[src/rtl/alx_pkg.sv]
package alx_pkg;
  typedef enum logic [2:0] {
    OP_ADD  = 3'b000,
    OP_SUB  = 3'b001,
    OP_INC  = 3'b010,
    OP_PASS = 3'b011,
    OP_AND  = 3'b100,
    OP_OR   = 3'b101,
    OP_XOR  = 3'b110,
    OP_NOTA = 3'b111
  } alx_op_e;

  function automatic logic op_is_arith(input alx_op_e op);
    return (op == OP_ADD) || (op == OP_SUB) || (op == OP_INC);
  endfunction
endpackage

[src/rtl/alx_ext_bit.sv]
module alx_ext_bit
  import alx_pkg::*;
(
  input  alx_op_e op,
  input  logic    a,
  input  logic    b,
  output logic    ia,
  output logic    ib
);
  always_comb begin
    ia = a;
    ib = 1'b0;
    unique case (op)
      OP_ADD:  ib = b;
      OP_SUB:  ib = ~b;
      OP_INC:  ib = 1'b0;
      OP_PASS: ib = 1'b0;
      OP_AND:  ia = a & b;
      OP_OR:   ia = a | b;
      OP_XOR:  ia = a ^ b;
      OP_NOTA: ia = ~a;
      default: ia = a;
    endcase
  end
endmodule

[src/rtl/alx_extender.sv]
module alx_extender
  import alx_pkg::*;
#(
  parameter int W = 8
) (
  input  alx_op_e        op,
  input  logic [W-1:0]   a,
  input  logic [W-1:0]   b,
  output logic [W-1:0]   ia,
  output logic [W-1:0]   ib,
  output logic           cin
);
  for (genvar i = 0; i < W; i++) begin : g_bit
    alx_ext_bit u_bit (
      .op (op),
      .a  (a[i]),
      .b  (b[i]),
      .ia (ia[i]),
      .ib (ib[i])
    );
  end

  assign cin = (op == OP_SUB) || (op == OP_INC);
endmodule

[src/rtl/alx_adder.sv]
module alx_adder #(
  parameter int W = 8
) (
  input  logic [W-1:0] ia,
  input  logic [W-1:0] ib,
  input  logic         cin,
  output logic [W-1:0] s,
  output logic         c_msb,
  output logic         c_out
);
  localparam int LW = W - 1;

  logic [LW:0] low_ext;

  assign low_ext = {1'b0, ia[LW-1:0]} + {1'b0, ib[LW-1:0]} + {{LW{1'b0}}, cin};
  assign c_msb   = low_ext[LW];
  assign s       = {ia[LW] ^ ib[LW] ^ c_msb, low_ext[LW-1:0]};
  assign c_out   = (ia[LW] & ib[LW]) | (ia[LW] & c_msb) | (ib[LW] & c_msb);
endmodule

[src/rtl/alx_top.sv]
module alx_top
  import alx_pkg::*;
#(
  parameter int W = 8
) (
  input  logic         clk,
  input  logic         rst,
  input  logic         ld,
  input  logic [W-1:0] op_a,
  input  logic [W-1:0] op_b,
  input  logic [2:0]   sel,
  output logic [W-1:0] sum,
  output logic         cout,
  output logic         ovf,
  output logic [W-1:0] acc
);
  localparam int MSB = W - 1;

  alx_op_e      op;
  logic [W-1:0] ia, ib;
  logic         cin, c_msb, c_out;

  assign op = alx_op_e'(sel);

  alx_extender #(.W(W)) u_ext (
    .op  (op),
    .a   (op_a),
    .b   (op_b),
    .ia  (ia),
    .ib  (ib),
    .cin (cin)
  );

  alx_adder #(.W(W)) u_add (
    .ia    (ia),
    .ib    (ib),
    .cin   (cin),
    .s     (sum),
    .c_msb (c_msb),
    .c_out (c_out)
  );

  assign cout = c_out;
  assign ovf  = op_is_arith(op) ? (c_msb ^ c_out) : 1'b0;

  always_ff @(posedge clk) begin
    if (rst)     acc <= '0;
    else if (ld) acc <= sum;
  end

  assert_load_R12: assert property (@(posedge clk) disable iff (rst)
    ld |=> acc == $past(sum));

  assert_hold_R13: assert property (@(posedge clk) disable iff (rst)
    !ld |=> $stable(acc));

  assert_logic_no_overflow_R10: assert property (@(posedge clk) disable iff (rst)
    !op_is_arith(op) |-> !ovf);

  assert_mixed_sign_no_overflow_R9: assert property (@(posedge clk) disable iff (rst)
    (ia[MSB] != ib[MSB]) |-> !ovf);

  assert_logic_zero_carry_R11: assert property (@(posedge clk) disable iff (rst)
    sel[2] |-> !cout);

  assert_logic_quiet_adder_R5: assert property (@(posedge clk) disable iff (rst)
    sel[2] |-> (ib == '0 && !cin));
endmodule

[config.mk]
export PLATFORM = sky130hd
export DESIGN_NAME = alx_top
export DESIGN_NICKNAME = d
export VERILOG_FILES = /design/src/rtl/alx_pkg.sv /design/src/rtl/alx_ext_bit.sv /design/src/rtl/alx_extender.sv /design/src/rtl/alx_adder.sv /design/src/rtl/alx_top.sv
export SDC_FILE = /design/constraint.sdc
export NUM_CORES = 1
export LEC_CHECK = 0
export ABC_AREA = 1
export ABC_CLOCK_PERIOD_IN_PS = 6900
export BUFFER_PORTS_ARGS = -buffer_cell sky130_fd_sc_hd__buf_2
export CORE_MARGIN = 2
export CORE_UTILIZATION = 55
export CTS_CLUSTER_DIAMETER = 40
export CTS_CLUSTER_SIZE = 25
export DETAILED_ROUTE_END_ITERATION = 10
export GPL_TIMING_DRIVEN = 0
export HOLD_SLACK_MARGIN = 0.06
export PLACE_DENSITY_LB_ADDON = 0.25
export SYNTH_ARGS = -nofsm -noshare
export SYNTH_HDL_FRONTEND = slang
export SYNTH_SLANG_ARGS = --single-unit
export TNS_END_PERCENT = 5
[constraint.sdc]
create_clock -name clk -period 6.9 [get_ports clk]
set_clock_uncertainty 0.05 [all_clocks]
set_input_delay 0.69 -clock clk [delete_from_list [all_inputs] [get_ports clk]]
set_output_delay 0.69 -clock clk [all_outputs]
set_load 0.01 [all_outputs]
== Word level (Yosys, flattened, before mapping) ==
Index checks and enable logic that the tools add are counted.

* Equal/unequal tests: 6
* Muxes and demuxes: 17
* Bitwise logic cells: 48
* $add $sub $neg: 2
* Reduce and logical (&&, ||, !) cells: 4

{| class="wikitable"
|+ Operator list
! kind !! count
|-
| $pmux W1 S4 || 8
|-
| $not A1 Y1 || 16
|-
| $pmux W1 S2 || 8
|-
| $eq A3 B3 Y1 const B || 4
|-
| $and A1 B1 Y1 || 11
|-
| $xor A1 B1 Y1 || 11
|-
| $or A1 B1 Y1 || 10
|-
| $add A7 B7 Y8 || 1
|-
| $add A8 B1 Y8 || 1
|-
| $eq A3 B1 Y1 const B || 1
|-
| $eq A3 B2 Y1 const B || 1
|-
| $logic_not A3 Y1 || 1
|-
| $logic_or A1 B1 Y1 || 3
|-
| $mux W1 || 1
|}

* Flip-flop bits (word level): 8
* Word-level logic and storage cells: 78
* Output and inout bits: 18

== Logic depth before layout (Yosys ltp) ==
* Depth after elaboration: 9
* Gate-level depth with buffers: 17

== Modules after synthesis ==
A second synthesis with hierarchy kept.

* Cell total of the unflattened synthesis: 300
* Area, all modules: 1,644.1 um^2

{| class="wikitable"
|+ Modules (own cells, without submodules)
! module !! cells each !! sequential area each (um^2) !! area an instance (um^2) !! times used
|-
| alx_ext_bit || 24 || 0.0 || 120.1 || 8
|-
| alx_adder || 60 || 0.0 || 362.8 || 1
|-
| alx_top || 43 || 160.2 || 301.5 || 1
|-
| alx_extender || 5 || 0.0 || 18.8 || 1
|}

== Least setup slack after synthesis ==
Ideal clock, no wire load.

* Kind: input -> output
* Start point: input sel[0]
* End point: output ovf
* Buffers on the path: 1
* Data arrival time: 2,792 ps
* Setup slack: 3,368 ps
* Required time: 6,160 ps
* Stages on the path: 17
* Path through: buf_6 inv_1 nand3_1 nor2_1 nor2_1 nand2_1 nor2_1 a21oi_1 ha_1 nand2_1 nand2_1 nand2_1 o21ai_1 fa_1 nand2_1 nand2_1 nor2_1

* Longest elaborated chain between the ends: 9

{| class="wikitable"
|+ RTL lines
! item !! line !! source
|-
| from (decl) || alx_top.sv:11 || <nowiki>input logic [2:0] sel,</nowiki>
|-
| $eq A3 B3 Y1, or another cell as far along || alx_ext_bit.sv:13 || <nowiki>unique case (op)</nowiki>
|-
| $pmux W1 S4 or $pmux W1 S2 (tied branches) || alx_ext_bit.sv:13 ||
|-
| $add A7 B7 Y8 || alx_adder.sv:15 || <nowiki>assign low_ext = {1'b0, ia[LW-1:0]} + {1'b0, ib[LW-1:0]} + {{LW{1'b0}}, cin};</nowiki>
|-
| $add A8 B1 Y8 || alx_adder.sv:15 ||
|-
| $and A1 B1 Y1 || alx_adder.sv:18 || <nowiki>assign c_out = (ia[LW] & ib[LW]) | (ia[LW] & c_msb) | (ib[LW] & c_msb);</nowiki>
|-
| $or A1 B1 Y1 || alx_adder.sv:18 ||
|-
| $or A1 B1 Y1 * || alx_adder.sv:18 ||
|-
| via cout || alx_top.sv:13 || <nowiki>output logic cout,</nowiki>
|-
| $xor A1 B1 Y1 * || alx_top.sv:44 || <nowiki>assign ovf = op_is_arith(op) ? (c_msb ^ c_out) : 1'b0;</nowiki>
|-
| $mux W1 * || alx_top.sv:44 ||
|-
| to (decl) || alx_top.sv:14 || <nowiki>output logic ovf,</nowiki>
|}

The timed path passes the listed nets; every way through them passes the cells marked *.

== Worst setup path in the final report ==
* Start point: input sel[2]
* End point: output ovf

* Longest elaborated chain between the ends: 9

{| class="wikitable"
|+ RTL lines
! item !! line
|-
| $eq A3 B3 Y1, or another cell as far along || alx_ext_bit.sv:13
|-
| $pmux W1 S4 or $pmux W1 S2 (tied branches) || alx_ext_bit.sv:13
|-
| $add A7 B7 Y8 || alx_adder.sv:15
|-
| $add A8 B1 Y8 || alx_adder.sv:15
|-
| $and A1 B1 Y1 || alx_adder.sv:18
|-
| $or A1 B1 Y1 (2 in series) || alx_adder.sv:18
|-
| $xor A1 B1 Y1 || alx_top.sv:44
|-
| $mux W1 * || alx_top.sv:44
|}

Mark *: on every way between the ends. The rest lies on a longest branch, timed or not.

==> out/results.tsv <==
metric	value	unit
outcome	complete, no violations	
Core Box Area	0.00241	mm^2
Cell Count Post-Placement	296	
DIE HEIGHT	53.8	um
FP Rows	18	
fmax	255	MHz
fraction of layout cells with a size suffix above 1	17.1	%
Hold Crit Class	register to register	
max-slew violation count	0	
final setup fails	0	
DRT Wirelength	2.85	mm
largest net degree at the start of global routing	11	
number of flip-flops under the largest register name	8	
post-DR wirelength/cell	9.52	um
Worst-Margin Slew	0.462	ns
YS warnings	0	
CTS resizes	0	
clk sinks	8	
synthesis-stage register bit count	8	
Syn Std Cell Area	0.00137	mm^2
Overall Global Routing Usage	21.6	%
setup TNS	0	ns
Worst-path clk slew	0.05	ns
port buffer count	36	
CP arrival	3.18	ns
RD Place Congestion	0.828	
Area Growth Syn to Fin	17.6	%
fill cell count	253	
DRT iter0 DRCs	31	
syn_area_per_cell	5.94	um^2
# nets final	318	
HPWL after DPL	2.40	mm
global-route wire length before repair	4.67	mm
top cells by area, synth	ha_1, nand2_1, dfxtp_1, inv_1, nor2_1	
CTS tree	built	
count of different cell masters after synthesis	23	
share of the synthesized area in the top cell type	20.1	%
max cap viols	0	
Yosys top cell by area	ha_1	
Pre-antenna DRT Iters	4	
WS Path Type	primary input to output port	
vias in the first global route	1140	
Congestion Overflow GR	0	
clock buffer depth	2	
die area	0.00290	mm^2
DRC	0	
Largest Register	acc	
Leakage	0.000977	uW
Worst setup EP type	output port	
CTS HTree Levels	1	
antenna violations before repair	0	
critical path required time	6.16	ns
CP startpoint kind	primary input	
antenna-violating nets left	0	
post-place setup slack	2.99	ns
Die W	53.8	um
CTS Buf Count	3	
Regs by FF count	acc: 8 flops	
Max IR drop VDD	0.0761	mV
crit path time final	3.92	ns
Initial Utilization	56.7	%
RSZ-0062 raised after global routing	no	
clk_lat worst skew	0.25	ns
crit share post-route	56.8	%
syn nets	277	
vias per cell	4.96	
Final Hold Violating Endpoints	0	
Seq/Total Area, Yosys	11.7	%
Power Density	121	mW/mm^2
Post-CTS Hold Buffers	0	
setup bufs post-CTS	0	
Antenna diodes	0	
Synth Instances	230	
clock root buffer	clkbuf_4	
total number of vias	1484	
Ports	40	
CP Max Fanout	10	
fin cells	299	
final worst slack	2.98	ns
Rel. slew slack	69.0	%
-- Yosys cell counts --
library cell / instances
inv_1: 42
ha_1: 22
buf_6: 2
buf_2: 2
or2_0: 3
a21oi_1: 13
clkbuf_1: 2
nand3_1: 16
o21ai_0: 16
dfxtp_1: 8
nand2_1: 53
a31oi_1: 3
nor3_4: 1
o211ai_1: 1
fa_1: 3
o22ai_1: 2
xor2_1: 1
inv_2: 1
nand3b_1: 1
o21ai_1: 1
nor3_2: 1
nor2_1: 34
nand4_1: 2
-- cell families after synthesis --
| group | count (synthesis) | share of synthesized area [%] |
|---|---|---|
| XOR/XNOR | 1 | 0.641 |
| AND/OR/NAND/NOR | 111 | 34.5 |
| flip-flops | 8 | 11.7 |
| adder cells (fa/ha/maj) | 25 | 24.5 |
| AO/OA/AOI/OAI | 36 | 13.8 |
| buffers and inverters | 49 | 14.7 |
-- cells in the final DEF (no fill, tap or decap) --
cell type,Yosys,routed
nor3_4,1,1
o21ai_1,1,1
ha_1,22,22
a31oi_1,3,3
o21ai_0,16,16
clkbuf_4,0,3
a21oi_1,13,13
or2_0,3,3
nand3_1,16,16
o22ai_1,2,2
fa_1,3,3
buf_2,2,38
nor3_2,1,1
o211ai_1,1,1
inv_2,1,1
nand2_1,53,53
inv_1,42,42
nor2_1,34,34
xor2_1,1,1
nand4_1,2,2
dfxtp_1,8,8
clkbuf_1,2,2
buf_6,2,2
nand3b_1,1,1
-- per-layer routing --
| layer | GRT usage (%) | vias up | part of all wire [%] |
|---|---|---|---|
| met4 | 9.40 | 0 | 1.6 |
| met3 | 1.67 | 7 | 5.2 |
| li1 | - | 806 | - |
| met5 | 0 | - | 0 |
| met1 | 27.4 | 629 | 48 |
| met2 | 37.0 | 42 | 45 |
-- through the flow --
stage	hold WS (ns)	utilization, %	instance area [um^2]	power, uW
finish	0.404	66.7	1610	195
CTS	0.407	66.7	1610	196
floorplan	0.433	-	1370	126
global placement	0.398	65.7	1580	157
global route	0.423	66.7	1610	215
detailed placement	0.400	65.7	1580	160
-- worst paths after layout --
| path | from | to | slack (ns) | cells after the start |
|---|---|---|---|---|
| worst max-delay path | sel[2] | ovf | 2.98 | 15 |
| worst min-delay path | acc[1] | acc[1] | 0.40 | 2 |
| worst max register to register | acc[2] | acc[2] | 6.17 | 4 |
| worst min register to register | acc[1] | acc[1] | 0.40 | 2 |
-- where the power goes --
| part | internal (uW) | switching (uW) | total, uW |
|---|---|---|---|
| clock network | 20.0 | 16.7 | 36.6 |
| registers | 51.0 | 1.83 | 52.8 |
| logic | 42.2 | 63.1 | 105 |
| total | 113 | 81.6 | 195 |
-- layout make-up --
class / count / area (um^2) / area share [%]
Timing Repair Buffer: 36 / 180 / 11.2
Sequential cell: 8 / 160 / 9.97
Multi-Input combinational cell: 173 / 1000 / 62.5
Clock buffer: 3 / 22.5 / 1.40
Buffer: 6 / 40.0 / 2.49
Inverter: 43 / 161 / 10.0
Tap cell: 30 / 37.5 / 2.34
-- worst max-delay path, cell delays in order --
cell,delay [ns]
buf_2,0.13
inv_2,0.07
buf_2,0.20
nand3_1,0.26
o21ai_0,0.38
ha_1,0.30
nand2_1,0.06
nand2_1,0.09
nand2_1,0.09
o21ai_1,0.11
fa_1,0.43
nand2_1,0.09
nand2_1,0.04
nor2_1,0.10
buf_2,0.14
Note: power is estimated with default switching activity, not from simulation.
